===== src/rtl/ovf_alu_pkg.sv =====
package ovf_alu_pkg;

   typedef enum logic [3:0] {
      OP_NOP = 4'h0,
      OP_MOV = 4'h1,
      OP_ADD = 4'h2,
      OP_SUB = 4'h3,
      OP_MUL = 4'h4,
      OP_DIV = 4'h5,
      OP_MOD = 4'h6,
      OP_SHL = 4'h7,
      OP_SHR = 4'h8,
      OP_AND = 4'h9,
      OP_ORR = 4'hA,
      OP_XOR = 4'hB,
      OP_CEQ = 4'hC,
      OP_CNE = 4'hD,
      OP_CGT = 4'hE,
      OP_CBT = 4'hF
   } alu_op_e;

   localparam int unsigned MAX_COST = 3;
   localparam int unsigned COST_W   = $clog2(MAX_COST + 1);

   function automatic logic is_test(input alu_op_e op);
      return (op == OP_CEQ) || (op == OP_CNE) || (op == OP_CGT) || (op == OP_CBT);
   endfunction

   // architectural cycle cost; a failed test pays one extra cycle
   function automatic logic [COST_W-1:0] op_cost(input alu_op_e op, input logic fail);
      logic [COST_W-1:0] c;
      unique case (op)
         OP_NOP, OP_MOV, OP_AND, OP_ORR, OP_XOR: c = COST_W'(1);
         OP_DIV, OP_MOD:                         c = COST_W'(3);
         OP_CEQ, OP_CNE, OP_CGT, OP_CBT:         c = fail ? COST_W'(3) : COST_W'(2);
         default:                                c = COST_W'(2);
      endcase
      return c;
   endfunction

endpackage


===== src/rtl/ovf_alu_test.sv =====
module ovf_alu_test
   import ovf_alu_pkg::*;
#(
   parameter int unsigned W = 16
) (
   input  alu_op_e        op,
   input  logic [W-1:0]   a,
   input  logic [W-1:0]   b,
   output logic           is_cmp,
   output logic           fail
);
   logic pass;

   always_comb begin
      unique case (op)
         OP_CEQ:  pass = (a == b);
         OP_CNE:  pass = (a != b);
         OP_CGT:  pass = (a > b);
         OP_CBT:  pass = |(a & b);
         default: pass = 1'b1;
      endcase
   end

   assign is_cmp = is_test(op);
   assign fail   = is_cmp & ~pass;
endmodule


===== src/rtl/ovf_alu_datapath.sv =====
module ovf_alu_datapath
   import ovf_alu_pkg::*;
#(
   parameter int unsigned W = 16
) (
   input  alu_op_e        op,
   input  logic [W-1:0]   a,
   input  logic [W-1:0]   b,
   output logic [W-1:0]   res,
   output logic [W-1:0]   ovf,
   output logic           res_we,
   output logic           ovf_we
);
   localparam int unsigned DW = 2 * W;

   logic [W:0]    sum_w;
   logic [W:0]    dif_w;
   logic [DW-1:0] prod_w;
   logic [DW-1:0] quo_w;
   logic [W-1:0]  rem_w;
   logic [DW-1:0] shl_w;
   logic [DW-1:0] shr_w;
   logic          b_zero;

   assign b_zero = (b == '0);
   assign sum_w  = {1'b0, a} + {1'b0, b};
   assign dif_w  = {1'b0, a} - {1'b0, b};
   assign prod_w = DW'(a) * DW'(b);
   // one wide divide: top half is the quotient, bottom half the fraction
   assign quo_w  = b_zero ? '0 : ({a, {W{1'b0}}} / DW'(b));
   assign rem_w  = b_zero ? '0 : (a % b);
   assign shl_w  = DW'(a) << b;
   assign shr_w  = {a, {W{1'b0}}} >> b;

   always_comb begin
      res    = a;
      ovf    = '0;
      res_we = 1'b1;
      ovf_we = 1'b0;
      unique case (op)
         OP_MOV: res = b;
         OP_ADD: begin
            res    = sum_w[W-1:0];
            ovf    = W'(sum_w[W]);
            ovf_we = 1'b1;
         end
         OP_SUB: begin
            res    = dif_w[W-1:0];
            ovf    = {W{dif_w[W]}};
            ovf_we = 1'b1;
         end
         OP_MUL: begin
            res    = prod_w[W-1:0];
            ovf    = prod_w[DW-1:W];
            ovf_we = 1'b1;
         end
         OP_DIV: begin
            res    = quo_w[DW-1:W];
            ovf    = quo_w[W-1:0];
            ovf_we = 1'b1;
         end
         OP_MOD: res = rem_w;
         OP_SHL: begin
            res    = shl_w[W-1:0];
            ovf    = shl_w[DW-1:W];
            ovf_we = 1'b1;
         end
         OP_SHR: begin
            res    = shr_w[DW-1:W];
            ovf    = shr_w[W-1:0];
            ovf_we = 1'b1;
         end
         OP_AND: res = a & b;
         OP_ORR: res = a | b;
         OP_XOR: res = a ^ b;
         default: res_we = 1'b0;
      endcase
   end
endmodule


===== src/rtl/ovf_alu_timer.sv =====
module ovf_alu_timer
   import ovf_alu_pkg::*;
(
   input  logic              clk,
   input  logic              rst_n,
   input  logic              load,
   input  logic [COST_W-1:0] cost,
   output logic              busy,
   output logic              fin
);
   logic [COST_W-1:0] remain_q;

   assign fin = busy && (remain_q == '0);

   always_ff @(posedge clk or negedge rst_n) begin
      if (!rst_n) begin
         busy     <= 1'b0;
         remain_q <= '0;
      end else if (load) begin
         busy     <= 1'b1;
         remain_q <= cost - COST_W'(1);
      end else if (fin) begin
         busy     <= 1'b0;
      end else if (busy) begin
         remain_q <= remain_q - COST_W'(1);
      end
   end
endmodule


===== src/rtl/ovf_alu_core.sv =====
module ovf_alu_core
   import ovf_alu_pkg::*;
#(
   parameter int unsigned W = 16
) (
   input  logic          clk,
   input  logic          rst_n,
   input  logic          start,
   input  logic [3:0]    opcode,
   input  logic [W-1:0]  a_val,
   input  logic [W-1:0]  b_val,
   output logic [W-1:0]  res_a,
   output logic          a_we,
   output logic [W-1:0]  ovf_next,
   output logic          ovf_we,
   output logic [W-1:0]  ovf_q,
   output logic          skip_next,
   output logic          done
);
   generate
      if (W < 2) begin : g_bad_width
         $error("ovf_alu_core: W must be at least 2");
      end
   endgenerate

   alu_op_e       op_in;
   alu_op_e       op_q;
   logic [W-1:0]  a_q;
   logic [W-1:0]  b_q;
   logic          skip_q;
   logic          accept;
   logic          busy;
   logic          fin;
   logic          in_cmp;
   logic          in_fail;
   logic [W-1:0]  dp_res;
   logic [W-1:0]  dp_ovf;
   logic          dp_rwe;
   logic          dp_owe;

   assign op_in  = alu_op_e'(opcode);
   assign accept = start && !busy;

   ovf_alu_test #(.W(W)) u_test (
      .op     (op_in),
      .a      (a_val),
      .b      (b_val),
      .is_cmp (in_cmp),
      .fail   (in_fail)
   );

   ovf_alu_timer u_timer (
      .clk   (clk),
      .rst_n (rst_n),
      .load  (accept),
      .cost  (op_cost(op_in, in_fail)),
      .busy  (busy),
      .fin   (fin)
   );

   ovf_alu_datapath #(.W(W)) u_dp (
      .op     (op_q),
      .a      (a_q),
      .b      (b_q),
      .res    (dp_res),
      .ovf    (dp_ovf),
      .res_we (dp_rwe),
      .ovf_we (dp_owe)
   );

   always_ff @(posedge clk or negedge rst_n) begin
      if (!rst_n) begin
         op_q   <= OP_NOP;
         a_q    <= '0;
         b_q    <= '0;
         skip_q <= 1'b0;
      end else if (accept) begin
         op_q   <= op_in;
         a_q    <= a_val;
         b_q    <= b_val;
         skip_q <= in_cmp & in_fail;
      end
   end

   always_ff @(posedge clk or negedge rst_n) begin
      if (!rst_n) begin
         res_a     <= '0;
         ovf_next  <= '0;
         a_we      <= 1'b0;
         ovf_we    <= 1'b0;
         skip_next <= 1'b0;
         done      <= 1'b0;
         ovf_q     <= '0;
      end else begin
         done      <= fin;
         a_we      <= fin & dp_rwe;
         ovf_we    <= fin & dp_owe;
         skip_next <= fin & skip_q;
         if (fin) begin
            res_a    <= dp_res;
            ovf_next <= dp_ovf;
            if (dp_owe) ovf_q <= dp_ovf;
         end
      end
   end
endmodule


===== config.mk =====
export PLATFORM = sky130hd
export DESIGN_NAME = ovf_alu_core
export DESIGN_NICKNAME = d
export VERILOG_FILES = /design/src/rtl/ovf_alu_pkg.sv /design/src/rtl/ovf_alu_test.sv /design/src/rtl/ovf_alu_datapath.sv /design/src/rtl/ovf_alu_timer.sv /design/src/rtl/ovf_alu_core.sv
export SDC_FILE = /design/constraint.sdc
export NUM_CORES = 2
export LEC_CHECK = 0
export ABC_AREA = 1
export BUFFER_PORTS_ARGS = -buffer_cell sky130_fd_sc_hd__buf_2
export CAP_MARGIN = 25
export CORE_MARGIN = 3
export CORE_UTILIZATION = 55
export CTS_BUF_LIST = sky130_fd_sc_hd__clkbuf_4 sky130_fd_sc_hd__clkbuf_8
export DETAILED_ROUTE_END_ITERATION = 8
export PLACE_DENSITY = 0.73
export SLEW_MARGIN = 20
export SYNTH_ARGS = -nofsm -noshare
export SYNTH_HDL_FRONTEND = slang
export SYNTH_SLANG_ARGS = --single-unit

===== constraint.sdc =====
create_clock -name clk -period 99.1 [get_ports clk]
set_clock_uncertainty 0.2 [all_clocks]
set_input_delay 19.82 -clock clk [delete_from_list [all_inputs] [get_ports clk]]
set_output_delay 19.82 -clock clk [all_outputs]
set_load 0.03 [all_outputs]

* Word level (Yosys, flattened, before mapping) *
Cells that the tools add are included.
Widths: inputs -> output; s select.

word-level totals
  word-level logic and storage cells = 90
  input bits = 39
  flip-flop bits (word level) = 92

operators by class
  div/mod/pow operators = 2
  equal/unequal tests = 24
  multiply operators = 1
  shift operators = 2
  mux-type cells = 14
  $lt $le $gt $ge = 1
  bitwise logic cells = 10
  reduce and logical (&&, ||, !) cells = 19
  $add $sub $neg = 4

operators with widths
  kind                number
  $pmux 16 s11        1
  $pmux 16 s6         1
  $eq 4x4->1 const B  11
  $and 16x16->16      2
  $div 32x16->32      1
  $mul 16x16->32      1
  $mux 32             1
  $shl 16x16->32      1
  $shr 32x16->32      1
  $eq 4x3->1 const B  6
  $add 16x16->17      1
  $sub 16x16->17      1
  $eq 16x16->1        1
  $gt 16x16->1        1
  $logic_not 16->1    1
  $mod 16x16->16      1
  $mux 16             1
  $ne 16x16->1        1
  $or 16x16->16       1
  $reduce_or 16->1    1
  $xor 16x16->16      1
  $reduce_or 11->1    1
  $eq 4x1->1 const B  2
  $eq 4x2->1 const B  2
  19 further kinds    35

* Logic depth before layout (Yosys ltp) *
  depth after elaboration = 9
  depth in mapped cells = 542
  depth with buffers taken out = 491

* Cells and area by module *
Synthesis repeated with hierarchy kept, for this count alone.

second synthesis, totals
  cell total of the unflattened synthesis = 7956
  area, all modules = 49749.0 um^2

modules (own cells, without submodules)
  module            sequential area each (um^2)  cells an instance  instances  area an instance (um^2)
  ovf_alu_datapath  0.0                          7479               1          45448.6
  ovf_alu_core      2227.1                       332                1          3377.0
  ovf_alu_test      0.0                          115                1          743.2
  ovf_alu_timer     75.1                         30                 1          180.2

* Worst setup path after synthesis *
OpenSTA, ideal clock, no wires.

  kind = reg-to-reg
  start point = register b_q[0]
  end point = register ovf_next[0]
  data arrival time = 69769 ps
  setup time = 117 ps
  stages on the path, launching flop included = 510
  slack = 29014 ps
  data required time = 98783 ps
  path through = dfrtp_1 -> inv_1 -> clkbuf_1 -> clkbuf_1 -> clkbuf_1 -> buf_6 -> ha_1 -> nor2_1 -> nor2_1 -> nand4_1 -> nand2_1 -> ha_1 -> nand2_1 -> inv_1 -> nand2_1 -> nor2_2 -> o21ai_1 -> nand2_1 -> [... 474 more ...] -> nand2_4 -> buf_8 -> inv_4 -> buf_2 -> nand2_1 -> o21ai_1 -> ha_1 -> and3_1 -> a221oi_1 -> nand2_1 -> nand2_1 -> nand2_1 -> a21oi_1 -> nand2_1 -> nand2_1 -> nand2_1 -> nand2_2 -> nand2_1

on the way
  word-level cells in the longest chain between the ends = 3
  elaborated cells on any way between the ends = 9
  those cells by class = 2 x add/sub; 1 x mul; 1 x div; 2 x shift; 2 x mux; 1 x reduce/logical

ends and longest elaborated chain
  what                                                line                                            RTL
  start: declaration                                  ovf_alu_core.sv:29                              logic [W-1:0] b_q;
  start signal: assignment                            ovf_alu_core.sv:80                              b_q <= b_val;
  $div 32x16->32 or $logic_not 16->1 (tied branches)  ovf_alu_datapath.sv:30, ovf_alu_datapath.sv:25
  $mux 32                                             ovf_alu_datapath.sv:30                          assign quo_w = b_zero ? '0 : ({a, {W{1'b0}}} / DW'(b));
  $pmux 16 s6 *                                       ovf_alu_datapath.sv:40                          unique case (op)
  end signal: assignment                              ovf_alu_core.sv:101                             ovf_next <= dp_ovf;
  end: declaration                                    ovf_alu_core.sv:14                              output logic [W-1:0] ovf_next,

Every way passes the cells marked *; elsewhere a longest branch is shown, timed or not.
A chain may end at the register's enable or synchronous reset.

* Final worst setup path *
  start point = register b_q[2]
  end point = register ovf_next[0]

Same word-level chain as after synthesis.

==> flow_summary.ini <==
[worst_setup_path]
cpPeakStageDelay_ns = 0.87
critical_path_sink_type = register
cp_data_arrival_time_ns = 78.51
critPathMaxFanout = 54
worst_path_max_delay_cell = sky130_fd_sc_hd__nor2_1
cp-start-kind = register
crit_path_top_cell_by_count = sky130_fd_sc_hd__nand2_1
timing_worst_setup_path_type = register to register
required_worst_endpoint_ns = 99.33

[detailed_routing]
route.vias.total = 51600
viasPerCell = 5.78
drtPass1Iterations = 7
postRouteWirelength_microns = 171000
routedWlPerCell_microns = 19.1
post-route-drc-count = 0
postRouteAntennaNets = 0
drt_iter0_drc = 4433

[synthesis]
synthDominantCellAreaShare_pct = 17.7
netlist_area_sq_um = 49200
ys.flop_type = sky130_fd_sc_hd__dfrtp_1
asyncSetResetFlopFracSynth_pct = 100
syn-instance-count = 7807
netlist-cell-type-count = 86
number_of_flops_mapped_to_enable_cells_by_yosys = 0
post_synthesis_area_per_instance_sq_um = 6.30
ys_seq_area_share_pct = 4.68
synth_commonest_cells = sky130_fd_sc_hd__nand2_1, sky130_fd_sc_hd__inv_1, sky130_fd_sc_hd__ha_1
ys_warn_count = 0
post-synth-top-count-cell = sky130_fd_sc_hd__nand2_1
net_count_synth = 8741
ys_seq_elements = 92
yosys.area.top_type = sky130_fd_sc_hd__ha_1
ys_top_cells_by_area = sky130_fd_sc_hd__ha_1, sky130_fd_sc_hd__nand2_1, sky130_fd_sc_hd__inv_1, sky130_fd_sc_hd__fa_1, sky130_fd_sc_hd__o21ai_0

[placed_design]
globalplace.congestion = 1.05
post_dp_cell_area_sq_um = 50300
port_buffers = 90
dp.final_hpwl_microns = 135000

[timing]
min_period_over_period_pct = 79.0
final_period_minus_worst_setup_slack_ns = 78.29
finalSetupViolCount = 0
max-slew-margin-rel_pct = 21.7
final_hold_viol_count = 0
timing.fmax_mhz = 12.8
rsz0062_at_grt = no
fin_tns_setup_ns = 0
worstMarginPinSlew_ns = 1.16
final-max-slew-violation-count = 0

[layout]
final_layout_size_suffix_gt1_share_pct = 8.33
final_core_utilization_pct = 57.1
design_area_sq_um = 50600
design.final.nets = 8684
fillers = 8826
area_growth_pct = 2.82

[global_route]
gr-usage-all-layers_pct = 36.0
grt_max_degree = 67
grt_first_pass_wirelength_microns = 268000
grt_pass1_vias = 49400
antenna_found_initial = 5
global_route.overflow_total = 0

[floorplanning]
core_area_sq_um = 88500
start_util_pct = 55.6
fp.dieArea_sq_um = 93000
pin_count = 91
die_height_microns = 305
dieWidth_microns = 305
row_count = 109

[clock_tree]
worst_skew_pair.late_latency_ns = 0.56
cts_buffer_depth = 2
cts_made_buffers = 9
cts-hold-fix-buffers = 0
clock_sink_count = 92
cts_tree = yes
ctsRootBufferMaster = sky130_fd_sc_hd__clkbuf_8
clk_transition_reported_paths_ns = 0.17
clock_tree.htree_level_count = 3
ctsResizeCount = 0
cts_setup_buffers = 0

[run_status]
outcome = completed

[hold_path]
worst_hold_path_type = register to register

[flow_run]
maxCapViolCount = 0
-- worst max-delay path: cells and delay by family (launching register included) --
family / cells / cell delay (ns)
AO/OA/AOI/OAI: 162 / 30.67
AND/OR/NAND/NOR: 198 / 25.58
adder cells (fa/ha/maj): 32 / 10.65
buffers and inverters: 62 / 10.21
flip-flops: 1 / 0.40
XOR/XNOR: 1 / 0.17
-- cell type report --
| cell class | instances | area, sq um | area share, % |
|---|---|---|---|
| multi-input combinational | 6273 | 41000 | 81.0 |
| inverter | 1197 | 4510 | 8.93 |
| sequential | 92 | 2300 | 4.56 |
| tap | 1165 | 1460 | 2.88 |
| timing repair buffer | 177 | 1100 | 2.18 |
| clock buffer | 9 | 124 | 0.245 |
| clock inverter | 7 | 95.1 | 0.188 |
| antenna | 3 | 7.51 | 0.0148 |
-- registers in the layout (all words and copies together), names as in the netlist --
register / flops
a_q: 16
b_q: 16
ovf_next: 16
ovf_q: 16
res_a: 16
op_q: 4
u_timer.remain_q: 2
a_we: 1
done: 1
ovf_we: 1
skip_next: 1
skip_q: 1
u_timer.busy: 1
-- cell families (layout without fill, tap and decap cells) --
group	count (synthesis)	after routing	share of synthesized area (%)
flip-flops	92	92	4.68
multiplexers	2	2	0.0433
XOR/XNOR	420	420	7.48
AND/OR/NAND/NOR	3376	3376	31.5
buffers and inverters	1442	1390	12.1
AO/OA/AOI/OAI	1580	1580	18.4
adder cells (fa/ha/maj)	895	895	25.8
other	0	3	0
-- placed cells by master (no fill, tap or decap), types with 28 or more instances in the layout --
| cell | count |
|---|---|
| sky130_fd_sc_hd__or2_2 | 48 |
| sky130_fd_sc_hd__nand2_1 | 1971 |
| sky130_fd_sc_hd__nor2_4 | 37 |
| sky130_fd_sc_hd__nor3_1 | 57 |
| sky130_fd_sc_hd__fa_1 | 198 |
| sky130_fd_sc_hd__nor2_2 | 32 |
| sky130_fd_sc_hd__o21ai_0 | 649 |
| sky130_fd_sc_hd__a21o_1 | 46 |
| sky130_fd_sc_hd__buf_2 | 90 |
| sky130_fd_sc_hd__a31oi_1 | 28 |
| sky130_fd_sc_hd__nand4_1 | 89 |
| sky130_fd_sc_hd__nand3_1 | 356 |
| sky130_fd_sc_hd__buf_4 | 87 |
| sky130_fd_sc_hd__dfrtp_1 | 90 |
| sky130_fd_sc_hd__o211ai_1 | 46 |
| sky130_fd_sc_hd__nor2_1 | 479 |
| sky130_fd_sc_hd__o21bai_1 | 61 |
| sky130_fd_sc_hd__xnor2_1 | 196 |
| sky130_fd_sc_hd__nand2_4 | 39 |
| sky130_fd_sc_hd__a21oi_1 | 460 |
| sky130_fd_sc_hd__o21ai_1 | 71 |
| sky130_fd_sc_hd__xor2_1 | 224 |
| sky130_fd_sc_hd__o31ai_1 | 30 |
| sky130_fd_sc_hd__ha_1 | 697 |
| sky130_fd_sc_hd__inv_1 | 1117 |
| sky130_fd_sc_hd__inv_2 | 49 |
| sky130_fd_sc_hd__nand2_2 | 100 |
| sky130_fd_sc_hd__nand3_2 | 58 |
-- metrics by stage --
stage	hold slack [ns]	instances	setup slack (ns)
after global routing	0.306	8921	11.91
after CTS	0.289	8920	21.60
after global placement	0.258	8903	24.32
final	0.289	8923	20.81
after floorplan	0.253	7807	29.01
after detailed placement	0.261	8904	21.82
-- layer usage --
metal / wire (microns) / track usage, %
met5: 32 / 0
met4: 9400 / 17.5
met3: 14100 / 5.75
met2: 75200 / 59.3
met1: 71900 / 46.0
-- path summary, 6_finish.rpt --
kind / cells past startpoint / slack (ns) / start / to
max: 455 / 20.81 / b_q[2] / ovf_next[0]
min: 2 / 0.29 / ovf_q[4] / ovf_q[4]
max reg2reg: 455 / 20.81 / b_q[2] / ovf_next[0]
min reg2reg: 2 / 0.29 / ovf_q[4] / ovf_q[4]
max in group asynchronous: 2 / 78.33 / rst_n / ovf_next[0]
min in group asynchronous: 1 / 19.07 / rst_n / skip_next
Power is not shown: default switching activity piles up to over one toggle a cycle in this logic, so the estimate is an artifact.
